`config.mk`:
```
export PLATFORM = sky130hd
export DESIGN_NAME = mac_stat_bank
export DESIGN_NICKNAME = d
export VERILOG_FILES = /design/src/rtl/mac_stat_pkg.sv /design/src/rtl/mac_stat_counter.sv /design/src/rtl/mac_stat_regmux.sv /design/src/rtl/mac_stat_bank.sv
export SDC_FILE = /design/constraint.sdc
export NUM_CORES = 2
export LEC_CHECK = 0
export CORE_MARGIN = 4
export CORE_UTILIZATION = 60
export CTS_BUF_LIST = sky130_fd_sc_hd__clkbuf_4 sky130_fd_sc_hd__clkbuf_8 sky130_fd_sc_hd__clkbuf_16
export CTS_CLUSTER_SIZE = 20
export DETAILED_ROUTE_END_ITERATION = 16
export GPL_TIMING_DRIVEN = 0
export HOLD_SLACK_MARGIN = 0.02
export PLACE_DENSITY = 0.82
export SYNTH_ARGS = -nofsm -noshare
export SYNTH_HDL_FRONTEND = slang
export SYNTH_SLANG_ARGS = --single-unit
```
`constraint.sdc`:
```
create_clock -name clk -period 3 [get_ports clk]
set_input_delay 0.3 -clock clk [delete_from_list [all_inputs] [get_ports clk]]
set_output_delay 0.3 -clock clk [all_outputs]
set_load 0.01 [all_outputs]
```
`src/rtl/mac_stat_pkg.sv`:
```
package mac_stat_pkg;
  localparam int NUM_CNT  = 15;
  localparam int NUM_SLOT = 64;
  localparam int WORD_W   = 16;
  localparam int REG_AW   = 9;
  localparam logic [REG_AW-1:0] CTRL_ADDR = 9'h100;
  localparam logic [REG_AW-1:0] ROLL_BASE = 9'h104;

  // fixed slot position of each event counter
  function automatic int unsigned cnt_slot(input int unsigned idx);
    case (idx)
      0:  return 1;
      1:  return 4;
      2:  return 5;
      3:  return 6;
      4:  return 8;
      5:  return 10;
      6:  return 16;
      7:  return 17;
      8:  return 18;
      9:  return 25;
      10: return 33;
      11: return 38;
      12: return 40;
      13: return 42;
      default: return 43;
    endcase
  endfunction

  function automatic logic cnt_is_octet(input int unsigned idx);
    return (idx == 0) || (idx == 10);
  endfunction

  function automatic logic cnt_is_rx(input int unsigned idx);
    return idx < 10;
  endfunction

  function automatic logic [NUM_SLOT-1:0] used_slots();
    logic [NUM_SLOT-1:0] m;
    m = '0;
    for (int i = 0; i < NUM_CNT; i++) m[cnt_slot(i)] = 1'b1;
    return m;
  endfunction
endpackage

```
`src/rtl/mac_stat_counter.sv`:
```
module mac_stat_counter #(
  parameter int CNT_W = 40,
  parameter int INC_W = 16
) (
  input  logic             clk,
  input  logic             rst_n,
  input  logic             clr_i,
  input  logic             snap_i,
  input  logic             inc_en_i,
  input  logic [INC_W-1:0] inc_val_i,
  output logic [CNT_W-1:0] live_o,
  output logic [CNT_W-1:0] shadow_o,
  output logic             wrap_o
);
  localparam int SUM_W = CNT_W + 1;

  // carry-extended sum: the top bit marks a wrap
  function automatic logic [SUM_W-1:0] add_inc(input logic [CNT_W-1:0] a,
                                               input logic [INC_W-1:0] b);
    return {1'b0, a} + SUM_W'(b);
  endfunction

  logic [CNT_W-1:0] live_q, shadow_q;
  logic [SUM_W-1:0] sum;

  assign sum    = add_inc(live_q, inc_val_i);
  assign wrap_o = inc_en_i & ~clr_i & sum[CNT_W];

  always_ff @(posedge clk or negedge rst_n) begin
    if (!rst_n) begin
      live_q   <= '0;
      shadow_q <= '0;
    end else if (clr_i) begin
      live_q   <= '0;
      shadow_q <= '0;
    end else begin
      if (snap_i)   shadow_q <= live_q;
      if (inc_en_i) live_q   <= sum[CNT_W-1:0];
    end
  end

  assign live_o   = live_q;
  assign shadow_o = shadow_q;
endmodule

```
`src/rtl/mac_stat_regmux.sv`:
```
module mac_stat_regmux
  import mac_stat_pkg::*;
#(
  parameter int CNT_W = 40
) (
  input  logic [REG_AW-1:0]              reg_addr_i,
  input  logic [NUM_CNT-1:0][CNT_W-1:0]  shadow_i,
  input  logic [NUM_SLOT-1:0]            roll_i,
  output logic [WORD_W-1:0]              rdata_o
);
  localparam int EXT_W = 3 * WORD_W;

  function automatic logic [WORD_W-1:0] word_of(input logic [CNT_W-1:0] v,
                                                input logic [1:0] w);
    logic [EXT_W-1:0] ext;
    ext = EXT_W'(v);
    case (w)
      2'd0:    return ext[WORD_W-1:0];
      2'd1:    return ext[2*WORD_W-1:WORD_W];
      2'd2:    return ext[3*WORD_W-1:2*WORD_W];
      default: return '0;
    endcase
  endfunction

  always_comb begin
    rdata_o = '0;
    if (!reg_addr_i[REG_AW-1]) begin
      for (int i = 0; i < NUM_CNT; i++)
        if (reg_addr_i[7:2] == 6'(cnt_slot(i)))
          rdata_o = word_of(shadow_i[i], reg_addr_i[1:0]);
    end else if (reg_addr_i[REG_AW-1:2] == ROLL_BASE[REG_AW-1:2]) begin
      rdata_o = roll_i[reg_addr_i[1:0]*WORD_W +: WORD_W];
    end
  end
endmodule

```
`src/rtl/mac_stat_bank.sv`:
```
module mac_stat_bank
  import mac_stat_pkg::*;
#(
  parameter int CNT_W  = 40,
  parameter int BYTE_W = 16
) (
  input  logic               clk,
  input  logic               rst_n,
  input  logic [NUM_CNT-1:0] cnt_ev,
  input  logic [BYTE_W-1:0]  rx_bytes,
  input  logic [BYTE_W-1:0]  tx_bytes,
  input  logic               reg_wr,
  input  logic               reg_rd,
  input  logic [REG_AW-1:0]  reg_addr,
  input  logic [WORD_W-1:0]  reg_wdata,
  output logic [WORD_W-1:0]  reg_rdata
);
  // named internal events
  logic                          ctrl_hit, snap_cmd, clr_cmd, roll_rd_hit;
  logic [NUM_SLOT-1:0]           roll_rd_mask, wrap_vec, roll_q;
  logic [NUM_CNT-1:0]            cnt_wrap;
  logic [NUM_CNT-1:0][CNT_W-1:0] live_all, shadow_all;
  logic                          wdata_unused;

  assign ctrl_hit     = reg_wr && (reg_addr == CTRL_ADDR);
  assign snap_cmd     = ctrl_hit && reg_wdata[0];
  assign clr_cmd      = ctrl_hit && reg_wdata[1];
  assign roll_rd_hit  = reg_rd && (reg_addr[REG_AW-1:2] == ROLL_BASE[REG_AW-1:2]);
  assign wdata_unused = ^reg_wdata[WORD_W-1:2];

  for (genvar g = 0; g < NUM_CNT; g++) begin : g_cnt
    logic [BYTE_W-1:0] inc_val;
    if (cnt_is_octet(g)) begin : g_oct
      assign inc_val = cnt_is_rx(g) ? rx_bytes : tx_bytes;
    end else begin : g_frm
      assign inc_val = BYTE_W'(1);
    end
    mac_stat_counter #(.CNT_W(CNT_W), .INC_W(BYTE_W)) u_cnt (
      .clk       (clk),
      .rst_n     (rst_n),
      .clr_i     (clr_cmd),
      .snap_i    (snap_cmd),
      .inc_en_i  (cnt_ev[g]),
      .inc_val_i (inc_val),
      .live_o    (live_all[g]),
      .shadow_o  (shadow_all[g]),
      .wrap_o    (cnt_wrap[g])
    );
  end

  always_comb begin
    wrap_vec = '0;
    for (int i = 0; i < NUM_CNT; i++) wrap_vec[6'(cnt_slot(i))] = cnt_wrap[i];
  end

  always_comb begin
    roll_rd_mask = '0;
    if (roll_rd_hit) roll_rd_mask[reg_addr[1:0]*WORD_W +: WORD_W] = '1;
  end

  // a new wrap outranks the clear-on-read of the same flag
  always_ff @(posedge clk or negedge rst_n) begin
    if (!rst_n)       roll_q <= '0;
    else if (clr_cmd) roll_q <= '0;
    else              roll_q <= (roll_q & ~roll_rd_mask) | wrap_vec;
  end

  mac_stat_regmux #(.CNT_W(CNT_W)) u_mux (
    .reg_addr_i (reg_addr),
    .shadow_i   (shadow_all),
    .roll_i     (roll_q),
    .rdata_o    (reg_rdata)
  );
endmodule

```
==> flow_summary.yaml <==
outcome:
  status: "complete, but fails checks"
  violations: "negative setup slack"
placed_design:
  portBuffers: 64
  finalWeightedCongestion: 1.025
  dpl.hpwl_um: 144000
critical_path:
  cp.required_ns: 2.70
  cpMaxStageDelayCell: "or4_4"
  cpLargestDelayFamily: "simple AND/OR/NAND/NOR gates"
  critPathMaxFanout: 2
  arrival_ns: 2.97
  max_stage_delay_ns: 0.56
  cp.depth: 7
  path_cells: "mux2i_4 > o32a_1 > o221ai_2 > or4_4 > nor3_4 > o21ai_4 > buf_6"
  worst_r2r_path_depth: 11
  crit_buf_inv: 1
  crit_type: "reg -> out"
  start_kind: "flop"
  end_kind: "primary output"
sta:
  skew_ns: 0.03731
  hold_violations: 0
  fmaxAchievable_ghz: 0.3062
  rsz0062_at_grt: "yes"
  max_slew.worst_pin.slew_ns: 1.314
  setup_ws_ns: -0.2661
  slew_headroom_pct: 12.40
  finalCritPeriodShare_pct: 108.9
  finalSetupViolations: 45
  slew_violations: 0
  min_period_ns: 3.266
  setup_tns_ns: -2.181
clock_network:
  cts_max_level: 4
  clk_latency_ns: 0.77
  clk_pin_slew_worst_paths_ns: 0.06
  clkSinkCount: 1264
  root_buffer: "clkbuf_16"
  clock_path_buffers: 3
  tritoncts: "built"
  cts_made_buffers: 135
hold_path:
  min-delay-path-class: "in -> reg"
  hold_path_depth: 3
yosys:
  ys.flop_type: "dfrtp_1"
  synthCells: 6232
  async_reset_ff_share_pct: 100.0
  synth_area_mm2: 0.06024
  synth_area_per_cell_um2: 9.666
  synth_edf_count: 0
  ys_seq_area_share_pct: 52.51
  yosys.cell_types.count: 72
  yosys_warnings: 0
  syn_nets: 6355
  synth-seq-cells: 1264
layout:
  multi_input_comb_area_mm2: 0.02860
  fin_util_pct: 70.79
  area_delta_synth_final_pct: 16.34
  drive_gt1_share_pct: 11.34
  nets: 6599
  n_fill_cell: 6903
  ff_latch_area_mm2: 0.03163
run:
  drv_cap: 0
floorplan:
  die_height_um: 324.9
  row_count: 115
  coreArea_mm2: 0.09899
  initial_core_util_pct: 60.85
  boundaryPins: 92
  die_x_um: 324.9
  die-area_mm2: 0.1055
drt:
  routedWlPerCell_um: 25.88
  drc: 0
  num_vias: 51432
  via_per_inst: 6.529
  dr.pass1.iters: 8
  drt-initial-drc-count: 7289
  routed_wl_um: 203900
  antenna_left: 0
power_and_ir_drop:
  internal_power_mw: 30.77
  leakagePower_nw: 31.56
  p_total_mw: 42.36
  seqPwrFrac_pct: 45.6
  power_density_mw_per_mm2: 604.5
  switchingPower_mw: 11.59
  ir_drop_mv: 0.5184
  pwr-share-comb_pct: 12.4
  p_clk_share_pct: 42.0
  sw_frac_of_total_pct: 27.35
global_route:
  grt_max_degree: 181
  grt_pass1_wl_um: 304900
  grt_pass1_vias: 50048
  grt_overflow: 0
  grt.total_usage_pct: 37.90
  antenna_found_initial: 11
[synth_stat cells (69+ instances only)]
cell type  count  share of area [%]
xor2_1       357                5.2
a22o_1       299                4.3
nor2_1       752                4.7
xnor2_1      164                2.4
dfrtp_1     1264                 53
clkbuf_1     308                1.9
nor3_1        74               0.61
mux2i_1      256                4.3
nand3_1      226                1.9
o21ai_0      164                1.4
nand2_1      973                6.1
a21oi_1      467                3.9
and3_1       122                1.3
nand4_1      114                1.2
and2_1        69               0.72
[kinds of logic (layout without fill, tap and decap cells)]
kind of cell,count (synthesis),count (layout),synth area share [%]
other,0,10,0
flip-flops,1264,1264,52.51
AO/OA/AOI/OAI,1115,1115,11.84
XOR/XNOR,521,521,7.575
AND/OR/NAND/NOR,2577,2577,19.34
buffers and inverters,428,776,2.729
multiplexers,280,280,5.002
adder cells (fa/ha/maj),47,47,1.001
[layout make-up]
type | instances | share of cell area [%]
inverter | 60 | 0.3214
clock inverter | 40 | 0.7624
timing repair buffer | 114 | 1.676
antenna | 10 | 0.03571
clock buffer | 201 | 6.042
sequential | 1264 | 45.14
multi-input combinational | 4540 | 40.81
tap | 1287 | 2.298
buffer | 361 | 2.914
[worst paths after layout]
| path | start | to | slack, ns |
|---|---|---|---|
| worst max register to register | g_cnt[10].u_cnt.live_o[0]$_DFFE_PN0P_ | g_cnt[10].u_cnt.live_o[36]$_DFFE_PN0P_ | 0.09 |
| worst min register to register | roll_q[50]$_DFF_PN0_ | roll_q[50]$_DFF_PN0_ | 0.48 |
| worst min-delay path | cnt_ev[10] | g_cnt[10].u_cnt.live_o[1]$_DFFE_PN0P_ | 0.09 |
| worst max-delay path | g_cnt[11].u_cnt.shadow_o[12]$_DFFE_PN0P_ | reg_rdata[12] | -0.27 |
| max in group asynchronous | rst_n | g_cnt[7].u_cnt.shadow_o[22]$_DFFE_PN0P_ | 0.66 |
| min in group asynchronous | rst_n | g_cnt[0].u_cnt.live_o[0]$_DFFE_PN0P_ | 0.18 |
[metrics by stage]
stage / std cells / hold slack [ns] / setup slack (ns) / cell area (µm²)
floorplan: 6232 / 0.004409 / 0.3233 / 60240
global placement: 7583 / 0.4633 / -54.42 / 62490
detailed placement: 7592 / 0.3149 / -2.879 / 62750
CTS: 7852 / 0.05672 / -0.4140 / 69500
global route: 7869 / 0.09208 / -0.2646 / 70060
finish: 7877 / 0.09458 / -0.2661 / 70080
[power groups by stage]
| stage | logic [mW] | clock network (mW) | registers [mW] |
|---|---|---|---|
| floorplan | 3.37 | 0 | 19.1 |
| CTS | 5.06 | 17.8 | 19.3 |
| global placement | 4.40 | 0 | 19.6 |
| global route | 5.82 | 18.6 | 19.4 |
| finish | 5.25 | 17.8 | 19.3 |
| detailed placement | 4.77 | 0 | 19.5 |
[registers in the layout, indices dropped and copies added (netlist names)]
signal and cells:
g_cnt.u_cnt.live_o 600, g_cnt.u_cnt.shadow_o 600, roll_q 64
[repair_timing]
item	CTS	global route
resized for setup	592	143
buffers inserted	19	14
hold buffers	7	0
pin swaps	59	42
setup endpoints to repair	1210	563
hold endpoints to repair	139	0
cloned	0	1
[worst reg2reg max path: stages, from the launching register on]
cell      delay [ns]
dfrtp_2         0.43
ha_1            0.19
inv_1           0.06
fa_1            0.40
nor2b_1         0.18
o31a_1          0.25
o211ai_1        0.19
a311oi_2        0.31
o21ai_2         0.13
buf_2           0.21
or3_1           0.33
a21oi_1         0.15
[per-layer routing]
metal | vias up | part of all wire, % | global-route usage [%]
met5 | - | 0.015 | 0
met4 | 4 | 6.7 | 22.04
met3 | 716 | 13 | 12.42
met2 | 3212 | 43 | 55.53
met1 | 25473 | 37 | 49.72
li1 | 22027 | - | -
[placed cells by master, fill, tap and decap left out, drive strengths merged, types with 8 or more instances in the layout]
cell type and instances:
a211oi 15, a21oi 467, a221oi 9, a22o 299, a22oi 30, a31oi 11
and2 72, and3 122, and4 47, buf 127, bufinv 10, clkbuf 501
clkdlybuf4s50 41, clkinv 23, dfrtp 1264, diode 10, ha 45, inv 65
mux2 8, mux2i 256, mux4 16, nand2 973, nand2b 27, nand3 226
nand4 115, nor2 755, nor2b 25, nor3 75, nor4 39, o211ai 9
o21a 12, o21ai 166, o22ai 56, or2 14, or3 64, xnor2 164
xor2 357
No activity file was read; power rests on OpenSTA's default activity.
